File: src/rtl/dacc_exc_pkg.sv
package dacc_exc_pkg;

   // Access-size encoding presented by the load/store stage
   localparam logic [1:0] SZ_BYTE = 2'b00;
   localparam logic [1:0] SZ_HALF = 2'b01;
   localparam logic [1:0] SZ_WORD = 2'b10;
   localparam logic [1:0] SZ_WIDE = 2'b11;   // reserved, treated as word

   // Fixed field layout of the status word (decoded by trap software)
   localparam int CAUSE_W      = 5;
   localparam int REGNO_W      = 5;
   localparam int ST_CAUSE_LSB = 0;
   localparam int ST_REG_LSB   = 5;
   localparam int ST_DIR_BIT   = 10;
   localparam int ST_WORD_BIT  = 11;
   localparam int ST_MIN_W     = ST_WORD_BIT + 1;

   localparam logic [CAUSE_W-1:0] CAUSE_UNALIGNED = 5'b00001;
   localparam logic [CAUSE_W-1:0] CAUSE_STACK     = 5'b00111;

   typedef enum logic [1:0] {
      FLT_NONE  = 2'b00,
      FLT_ALIGN = 2'b01,
      FLT_STACK = 2'b10
   } fault_kind_e;

endpackage

File: src/rtl/dacc_align_detect.sv
module dacc_align_detect
   import dacc_exc_pkg::*;
(
   input  logic [1:0] addr_lsb,
   input  logic [1:0] size,
   output logic       misaligned,
   output logic       word_sized
);

   logic [1:0] size_mask;

   always_comb begin
      unique case (size)
         SZ_BYTE: size_mask = 2'b00;
         SZ_HALF: size_mask = 2'b01;
         SZ_WORD: size_mask = 2'b11;
         default: size_mask = 2'b11;
      endcase
   end

   assign misaligned = |(addr_lsb & size_mask);
   assign word_sized = (size == SZ_WORD) || (size == SZ_WIDE);

endmodule

File: src/rtl/dacc_stack_limit.sv
module dacc_stack_limit #(
   parameter int ADDR_W = 32
) (
   input  logic              enable,
   input  logic [ADDR_W-1:0] addr,
   input  logic [ADDR_W-1:0] lo_limit,
   input  logic [ADDR_W-1:0] hi_limit,
   output logic              violation
);

   logic below_lo;
   logic above_hi;

   // unsigned compares; both limits are inclusive
   assign below_lo  = addr < lo_limit;
   assign above_hi  = addr > hi_limit;
   assign violation = enable && (below_lo || above_hi);

endmodule

File: src/rtl/dacc_exc_report.sv
module dacc_exc_report
   import dacc_exc_pkg::*;
#(
   parameter int ADDR_W = 32,
   parameter int STAT_W = 32
) (
   input  logic               clk,
   input  logic               rst_n,
   input  logic               valid,
   input  logic               misaligned,
   input  logic               word_sized,
   input  logic               stack_viol,
   input  logic               write,
   input  logic [REGNO_W-1:0] regno,
   input  logic               trap_en,
   input  logic [ADDR_W-1:0]  addr,
   output logic [ADDR_W-1:0]  rec_addr,
   output logic [STAT_W-1:0]  rec_status,
   output logic               req
);

   fault_kind_e       kind;
   logic [STAT_W-1:0] status_d;
   logic              req_d;

   // misalignment outranks the stack window
   always_comb begin
      if (!valid)
         kind = FLT_NONE;
      else if (misaligned)
         kind = FLT_ALIGN;
      else if (stack_viol)
         kind = FLT_STACK;
      else
         kind = FLT_NONE;
   end

   always_comb begin
      status_d = '0;
      req_d    = 1'b0;
      unique case (kind)
         FLT_ALIGN: begin
            status_d[ST_CAUSE_LSB +: CAUSE_W] = CAUSE_UNALIGNED;
            status_d[ST_REG_LSB   +: REGNO_W] = regno;
            status_d[ST_DIR_BIT]              = write;
            status_d[ST_WORD_BIT]             = word_sized;
            req_d                             = trap_en;
         end
         FLT_STACK: begin
            status_d[ST_CAUSE_LSB +: CAUSE_W] = CAUSE_STACK;
            req_d                             = 1'b1;
         end
         default: begin
            status_d = '0;
            req_d    = 1'b0;
         end
      endcase
   end

   always_ff @(posedge clk) begin
      if (!rst_n) begin
         rec_addr   <= '0;
         rec_status <= '0;
         req        <= 1'b0;
      end else begin
         req <= req_d;
         if (kind != FLT_NONE) begin
            rec_addr   <= addr;
            rec_status <= status_d;
         end
      end
   end

endmodule

File: src/rtl/dacc_exc_guard.sv
module dacc_exc_guard
   import dacc_exc_pkg::*;
#(
   parameter int ADDR_W      = 32,
   parameter int STAT_W      = 32,
   parameter bit STACK_GUARD = 1'b1
) (
   input  logic               clk,
   input  logic               rst_n,
   input  logic               acc_valid,
   input  logic [ADDR_W-1:0]  acc_addr,
   input  logic [1:0]         acc_size,
   input  logic               acc_write,
   input  logic [4:0]         acc_reg,
   input  logic               stk_chk_en,
   input  logic [ADDR_W-1:0]  stk_lo,
   input  logic [ADDR_W-1:0]  stk_hi,
   input  logic               exc_enable,
   output logic [ADDR_W-1:0]  exc_addr,
   output logic [STAT_W-1:0]  exc_status,
   output logic               exc_req
);

   // elaboration-time parameter checks
   if (STAT_W < ST_MIN_W) begin : g_bad_stat_w
      $error("dacc_exc_guard: STAT_W must hold the fixed status fields");
   end
   if (ADDR_W < 2) begin : g_bad_addr_w
      $error("dacc_exc_guard: ADDR_W must be at least 2");
   end

   logic misaligned;
   logic word_sized;
   logic stack_viol;

   dacc_align_detect u_align (
      .addr_lsb   (acc_addr[1:0]),
      .size       (acc_size),
      .misaligned (misaligned),
      .word_sized (word_sized)
   );

   if (STACK_GUARD) begin : g_stack
      dacc_stack_limit #(.ADDR_W(ADDR_W)) u_stack (
         .enable    (stk_chk_en),
         .addr      (acc_addr),
         .lo_limit  (stk_lo),
         .hi_limit  (stk_hi),
         .violation (stack_viol)
      );
   end else begin : g_no_stack
      assign stack_viol = 1'b0;
   end

   dacc_exc_report #(.ADDR_W(ADDR_W), .STAT_W(STAT_W)) u_report (
      .clk        (clk),
      .rst_n      (rst_n),
      .valid      (acc_valid),
      .misaligned (misaligned),
      .word_sized (word_sized),
      .stack_viol (stack_viol),
      .write      (acc_write),
      .regno      (acc_reg),
      .trap_en    (exc_enable),
      .addr       (acc_addr),
      .rec_addr   (exc_addr),
      .rec_status (exc_status),
      .req        (exc_req)
   );

endmodule

File: config.mk
export PLATFORM = sky130hd
export DESIGN_NAME = dacc_exc_guard
export DESIGN_NICKNAME = d
export VERILOG_FILES = /design/src/rtl/dacc_exc_pkg.sv /design/src/rtl/dacc_align_detect.sv /design/src/rtl/dacc_stack_limit.sv /design/src/rtl/dacc_exc_report.sv /design/src/rtl/dacc_exc_guard.sv
export SDC_FILE = /design/constraint.sdc
export NUM_CORES = 1
export LEC_CHECK = 0
export BUFFER_PORTS_ARGS = -buffer_cell sky130_fd_sc_hd__buf_2
export CORE_ASPECT_RATIO = 1.5
export CORE_MARGIN = 2
export CORE_UTILIZATION = 35
export DETAILED_ROUTE_END_ITERATION = 12
export SLEW_MARGIN = 15
export SYNTH_ARGS = -nofsm -noshare
export SYNTH_HDL_FRONTEND = slang
export SYNTH_HIERARCHICAL = 1
export SYNTH_SLANG_ARGS = --single-unit
File: constraint.sdc
create_clock -name clk -period 3.06 [get_ports clk]
set_clock_uncertainty 0.05 [all_clocks]
set_input_delay 0.153 -clock clk [delete_from_list [all_inputs] [get_ports clk]]
set_output_delay 0.153 -clock clk [all_outputs]
set_load 0.005 [all_outputs]
## After elaboration in Yosys (flattened, before gate mapping)

Index checks and enable logic that the tools add are counted.

| storage, ports and cells | value |
|---|---|
| input port bits | 109 |
| output and inout port bits | 65 |
| register bits | 45 |

| cells by class | value |
|---|---|
| $lt $le $gt $ge | 2 |
| multiplexer cells | 7 |
| equal/unequal tests | 5 |
| reductions and logical operators | 6 |
| bitwise gates (word level) | 1 |

Operators with widths:

| cell | count |
|---|---|
| > comparator 32 bit | 1 |
| less-than comparator 32 bit | 1 |
| two-way mux 7 bit | 1 |
| == test 2 bit (second input constant) | 3 |
| two-way mux 2 bit | 3 |
| one-hot mux 3 bit (2 select lines) | 1 |
| == test 2 x 1 -> 1 bit (second input constant) | 2 |
| one-hot mux 2 bit (2 select lines) | 1 |
| bitwise AND 2 bit | 1 |
| zero test 2 bit | 1 |
| logical OR 1 bit | 2 |
| one-hot mux 1 bit (2 select lines) | 1 |
| nonzero test 2 bit | 1 |
| OR reduction 2 bit | 1 |
| logical AND 1 bit | 1 |

## Logic depth before layout (Yosys ltp)

| depth | value |
|---|---|
| word-level depth | 8 |
| mapped depth | 12 |

## Hierarchy

Netlist, hierarchy kept.

By module, submodules not included:

| module | cells each | instances | area an instance (sq um) |
|---|---|---|---|
| dacc_exc_report | 205 | 1 | 1829.3 |
| dacc_stack_limit | 226 | 1 | 1614.0 |
| dacc_align_detect | 4 | 1 | 16.3 |

## Worst setup path after synthesis

No wires, ideal clock.

| timing | value |
|---|---|
| kind | input port to flip-flop |
| from | in stk_lo[7] |
| to | reg u_report.rec_addr[0] |
| stages | 12 |
| arrival time | 2315 ps |
| setup time | 72 ps |
| path slack | 624 ps |
| cell sequence | inv_1 ha_1 a21oi_1 o21ai_1 a2111oi_4 nor3_1 or4_1 o311ai_1 o21a_1 buf_6 buf_8 mux2i_1 |

| on the way | value |
|---|---|
| word-level cells in the longest chain between the ends | 7 |

Ends and longest elaborated chain:

| item | RTL line | RTL |
|---|---|---|
| start, declared | dacc_exc_guard.sv:16 | `input logic [ADDR_W-1:0] stk_lo,` |
| less-than comparator 32 bit | dacc_stack_limit.sv:15 | `assign below_lo = addr < lo_limit;` |
| logical OR 1 bit | dacc_stack_limit.sv:17 | `assign violation = enable && (below_lo \|\| above_hi);` |
| logical AND 1 bit | dacc_stack_limit.sv:17 |  |
| named net stack_viol | dacc_exc_guard.sv:34 | `logic stack_viol;` |
| two-way mux 2 bit | dacc_exc_report.sv:32 | `else if (stack_viol)` |
| two-way mux 2 bit | dacc_exc_report.sv:30 | `else if (misaligned)` |
| two-way mux 2 bit | dacc_exc_report.sv:28 | `if (!valid)` |
| nonzero test 2 bit | dacc_exc_report.sv:67 | `if (kind != FLT_NONE) begin` |
| end signal, assigned | dacc_exc_report.sv:68 | `rec_addr <= addr;` |
| end, declared | dacc_exc_report.sv:17 | `output logic [ADDR_W-1:0] rec_addr,` |

The timed path passes the listed nets, and every way through them passes these cells.
A chain may end at the register's enable or synchronous reset.

## Worst setup path in the final report

| timing | value |
|---|---|
| from | in acc_addr[7] |
| to | reg u_report.rec_addr[2] |

| on the way | value |
|---|---|
| word-level cells in the longest chain between the ends | 7 |
| elaborated cells on any way between the ends | 8 |
| those cells by class | order compare (2); mux (3); reduce/logical (3) |

Ends and longest elaborated chain:

| item | RTL line | RTL |
|---|---|---|
| start, declared | dacc_exc_guard.sv:11 | `input logic [ADDR_W-1:0] acc_addr,` |
| less-than comparator 32 bit / > comparator 32 bit (equally long branches) | dacc_stack_limit.sv:15, dacc_stack_limit.sv:16 |  |
| logical OR 1 bit (*) | dacc_stack_limit.sv:17 |  |
| logical AND 1 bit (*) | dacc_stack_limit.sv:17 |  |
| named net stack_viol | dacc_exc_guard.sv:34 |  |
| two-way mux 2 bit (*) | dacc_exc_report.sv:32 |  |
| two-way mux 2 bit (*) | dacc_exc_report.sv:30 |  |
| two-way mux 2 bit (*) | dacc_exc_report.sv:28 |  |
| nonzero test 2 bit (*) | dacc_exc_report.sv:67 |  |

The timed path passes the listed nets; every way through them passes the cells marked *.

==> out/metrics.yaml <==
worst_setup_path:
  crit_path_end_kind: "flop"
  crit_arrival_ns: 2.70
  start_kind: "input pin"
  cp.required_ns: 3.22
  path_max_fanout: 14
  ff2ff_path_depth: 2
  r2r_end: "u_report/rec_status[2]$_SDFFE_PN0P_"
  reg2reg_slack_ns: 2.28
  r2r_start: "u_report/rec_status[2]$_SDFFE_PN0P_"
  worstSetupPathType: "input pin to flop"
  setup.worst_path.end: "u_report/rec_addr[2]$_SDFFE_PN0P_"
  critPathLaunch: "acc_addr[7]"
yosys:
  synthDistinctLibCells: 41
  synth_area_per_cell_um2: 7.95
  synth.most_common_cell: "nand2_1"
  synth_edf_count: 0
  ys.flop_type: "dfxtp_1"
  synth_seq_cells: 42
  syn_inst: 435
  syn_area_um2: 3460
  synth_area_leaders: "dfxtp_1 24%, ha_1 23%, nand2_1 10%"
  yosysSeqAreaShare: 0.243
  async_flop_share: 0
  yosysWarnings: 6
  synth_commonest_cells: "96 x nand2_1, 63 x ha_1, 63 x inv_1"
  yosysTopAreaCell: "dfxtp_1"
  synth_top_area_frac: 0.243
sta:
  finalSetupViolations: 0
  slew_viol_final: 0
  maxSlewHeadroom: 0.463
  setup_tns_ns: 0
  min_period_ns: 2.54
  min_period_over_period: 0.831
  hold_viol: 0
  clock.fmax_mhz: 393
  worst_pin_slew_ns: 0.805
  grt_setup_unrepaired: "no"
hold_path:
  min_path_type: "input pin to flop"
placed_design:
  gp_congestion: 0.894
  hpwl_um: 8010
  place_inst: 687
  portBuffers: 151
  dpl_cell_area_um2: 4190
clock_network:
  clkTransAtPathRegs_ns: 0.07
  cts_sinks: 42
  cts-resized-gates: 0
  worstSkewPairLatency_ns: 0.29
  cts_made_buffers: 5
  cts-root-buf: "clkbuf_16"
  cts_max_level: 2
  post_cts_buffers: 0
  ctsHoldBuffers: 0
  tritoncts: "done"
  clock_path_buffers: 2
drt:
  drtAntennaViolNets: 0
  wl_per_cell_um: 13.9
  dr.pass1.iters: 4
  vias: 3317
  drt-vias-per-instance: 4.77
  remaining_drc_errors: 0
  routed_wl_um: 9660
  drt-initial-drc-count: 95
grt:
  grt_pass1_vias: 3253
  grt_usage: 0.180
  grt_max_degree: 82
  globalRouteOverflowTotal: 0
  grt_pass1_wl_um: 15400
  grt_antenna_before_repair: 0
die:
  start_util: 0.359
  core_area_um2: 9630
  die_area_um2: 10700
  dieWidth_um: 85.2
  core.rowCount: 44
  io_pins: 174
  die_h_um: 126
layout:
  nets: 751
  antenna_cells: 0
  design_area_um2: 4340
  finalNonFillerCells: 695
  drive_gt1_frac: 0.286
  area_growth_pct: 25.3
  nFillCells: 1014
  utilization: 0.450
power_and_ir_drop:
  power.total_mw: 1.59
  p_leak_nw: 2.45
  ir_drop_uv: 250
  p_per_area_nw_per_um2: 367
job:
  max_cap_violations: 0
status:
  status: "finished clean"
-- where the power goes --
group	total, mW	switching, mW	internal (mW)
logic	0.442	0.235	0.207
registers	0.606	0.0195	0.586
clock network	0.542	0.239	0.303
-- flip-flops by register name, summed over array words and instances, names as in the netlist --
| name | cells |
|---|---|
| u_report/req | 1 |
| u_report/rec_addr | 32 |
| u_report/rec_status | 9 |
-- routing by layer --
layer  track usage  wire length (um)  vias to the layer above
met5             0                 0                        -
met4        0.0644               188                        0
met3        0.0354               675                       11
met2         0.332              5080                      119
met1         0.201              3710                     1481
li1              -                 -                     1706
-- worst min-delay path by stage --
stage / startpoint / cells after the start / endpoint
global route: acc_reg[3] / 3 / u_report/rec_status[8]$_SDFFE_PN0P_
detailed placement: acc_valid / 3 / u_report/req$_SDFF_PN0_
CTS: acc_reg[3] / 3 / u_report/rec_status[8]$_SDFFE_PN0P_
global placement: acc_reg[3] / 3 / u_report/rec_status[8]$_SDFFE_PN0P_
floorplan: acc_valid / 2 / u_report/req$_SDFF_PN0_
finish: acc_reg[2] / 3 / u_report/rec_status[7]$_SDFFE_PN0P_
-- layout make-up --
cell class | instances | area, um2 | share of cell area
multi-input combinational | 313 | 2180 | 0.503
sequential | 42 | 841 | 0.194
tap | 115 | 144 | 0.0332
clock inverter | 2 | 13.8 | 0.00317
timing repair buffer | 154 | 791 | 0.182
clock buffer | 6 | 129 | 0.0297
inverter | 63 | 236 | 0.0545
-- per-stage QoR --
stage                     setup WS [ns]  hold slack, ns
final                             0.519          0.0647
after floorplan                   0.624           0.222
after global placement            0.315           0.361
after detailed placement          0.213           0.373
after global routing              0.385          0.0800
after CTS                         0.529          0.0577
-- placed cells by master, fill, tap and decap left out, types with 2 or more instances in the layout --
cell type,n
nand3_1,7
o22ai_1,7
o21ai_0,5
clkbuf_16,5
buf_2,151
ha_1,63
a211oi_1,3
a21oi_1,23
a21o_1,3
o21ai_1,2
nor4_1,2
buf_4,2
mux2i_1,33
or4_1,2
a221o_1,2
nand2_1,96
conb_1,22
nor3_1,5
nor2_1,10
nand4_1,10
dfxtp_1,42
inv_1,63
-- cells by family after synthesis --
kind of cell             share of synthesized area
AND/OR/NAND/NOR                              0.174
buffers and inverters                        0.150
adder cells (fa/ha/maj)                      0.228
AO/OA/AOI/OAI                                0.109
flip-flops                                   0.243
multiplexers                                0.0955
other                                      0.00108
-- critical path, stage by stage --
cell	delay, ns
buf_2	0.12
ha_1	0.31
a21oi_1	0.16
o21ai_1	0.12
a2111oi_4	0.35
nor3_1	0.09
or4_1	0.53
o311ai_1	0.14
o21a_2	0.22
buf_4	0.27
mux2i_1	0.23
(Power assumes the default switching activity.)
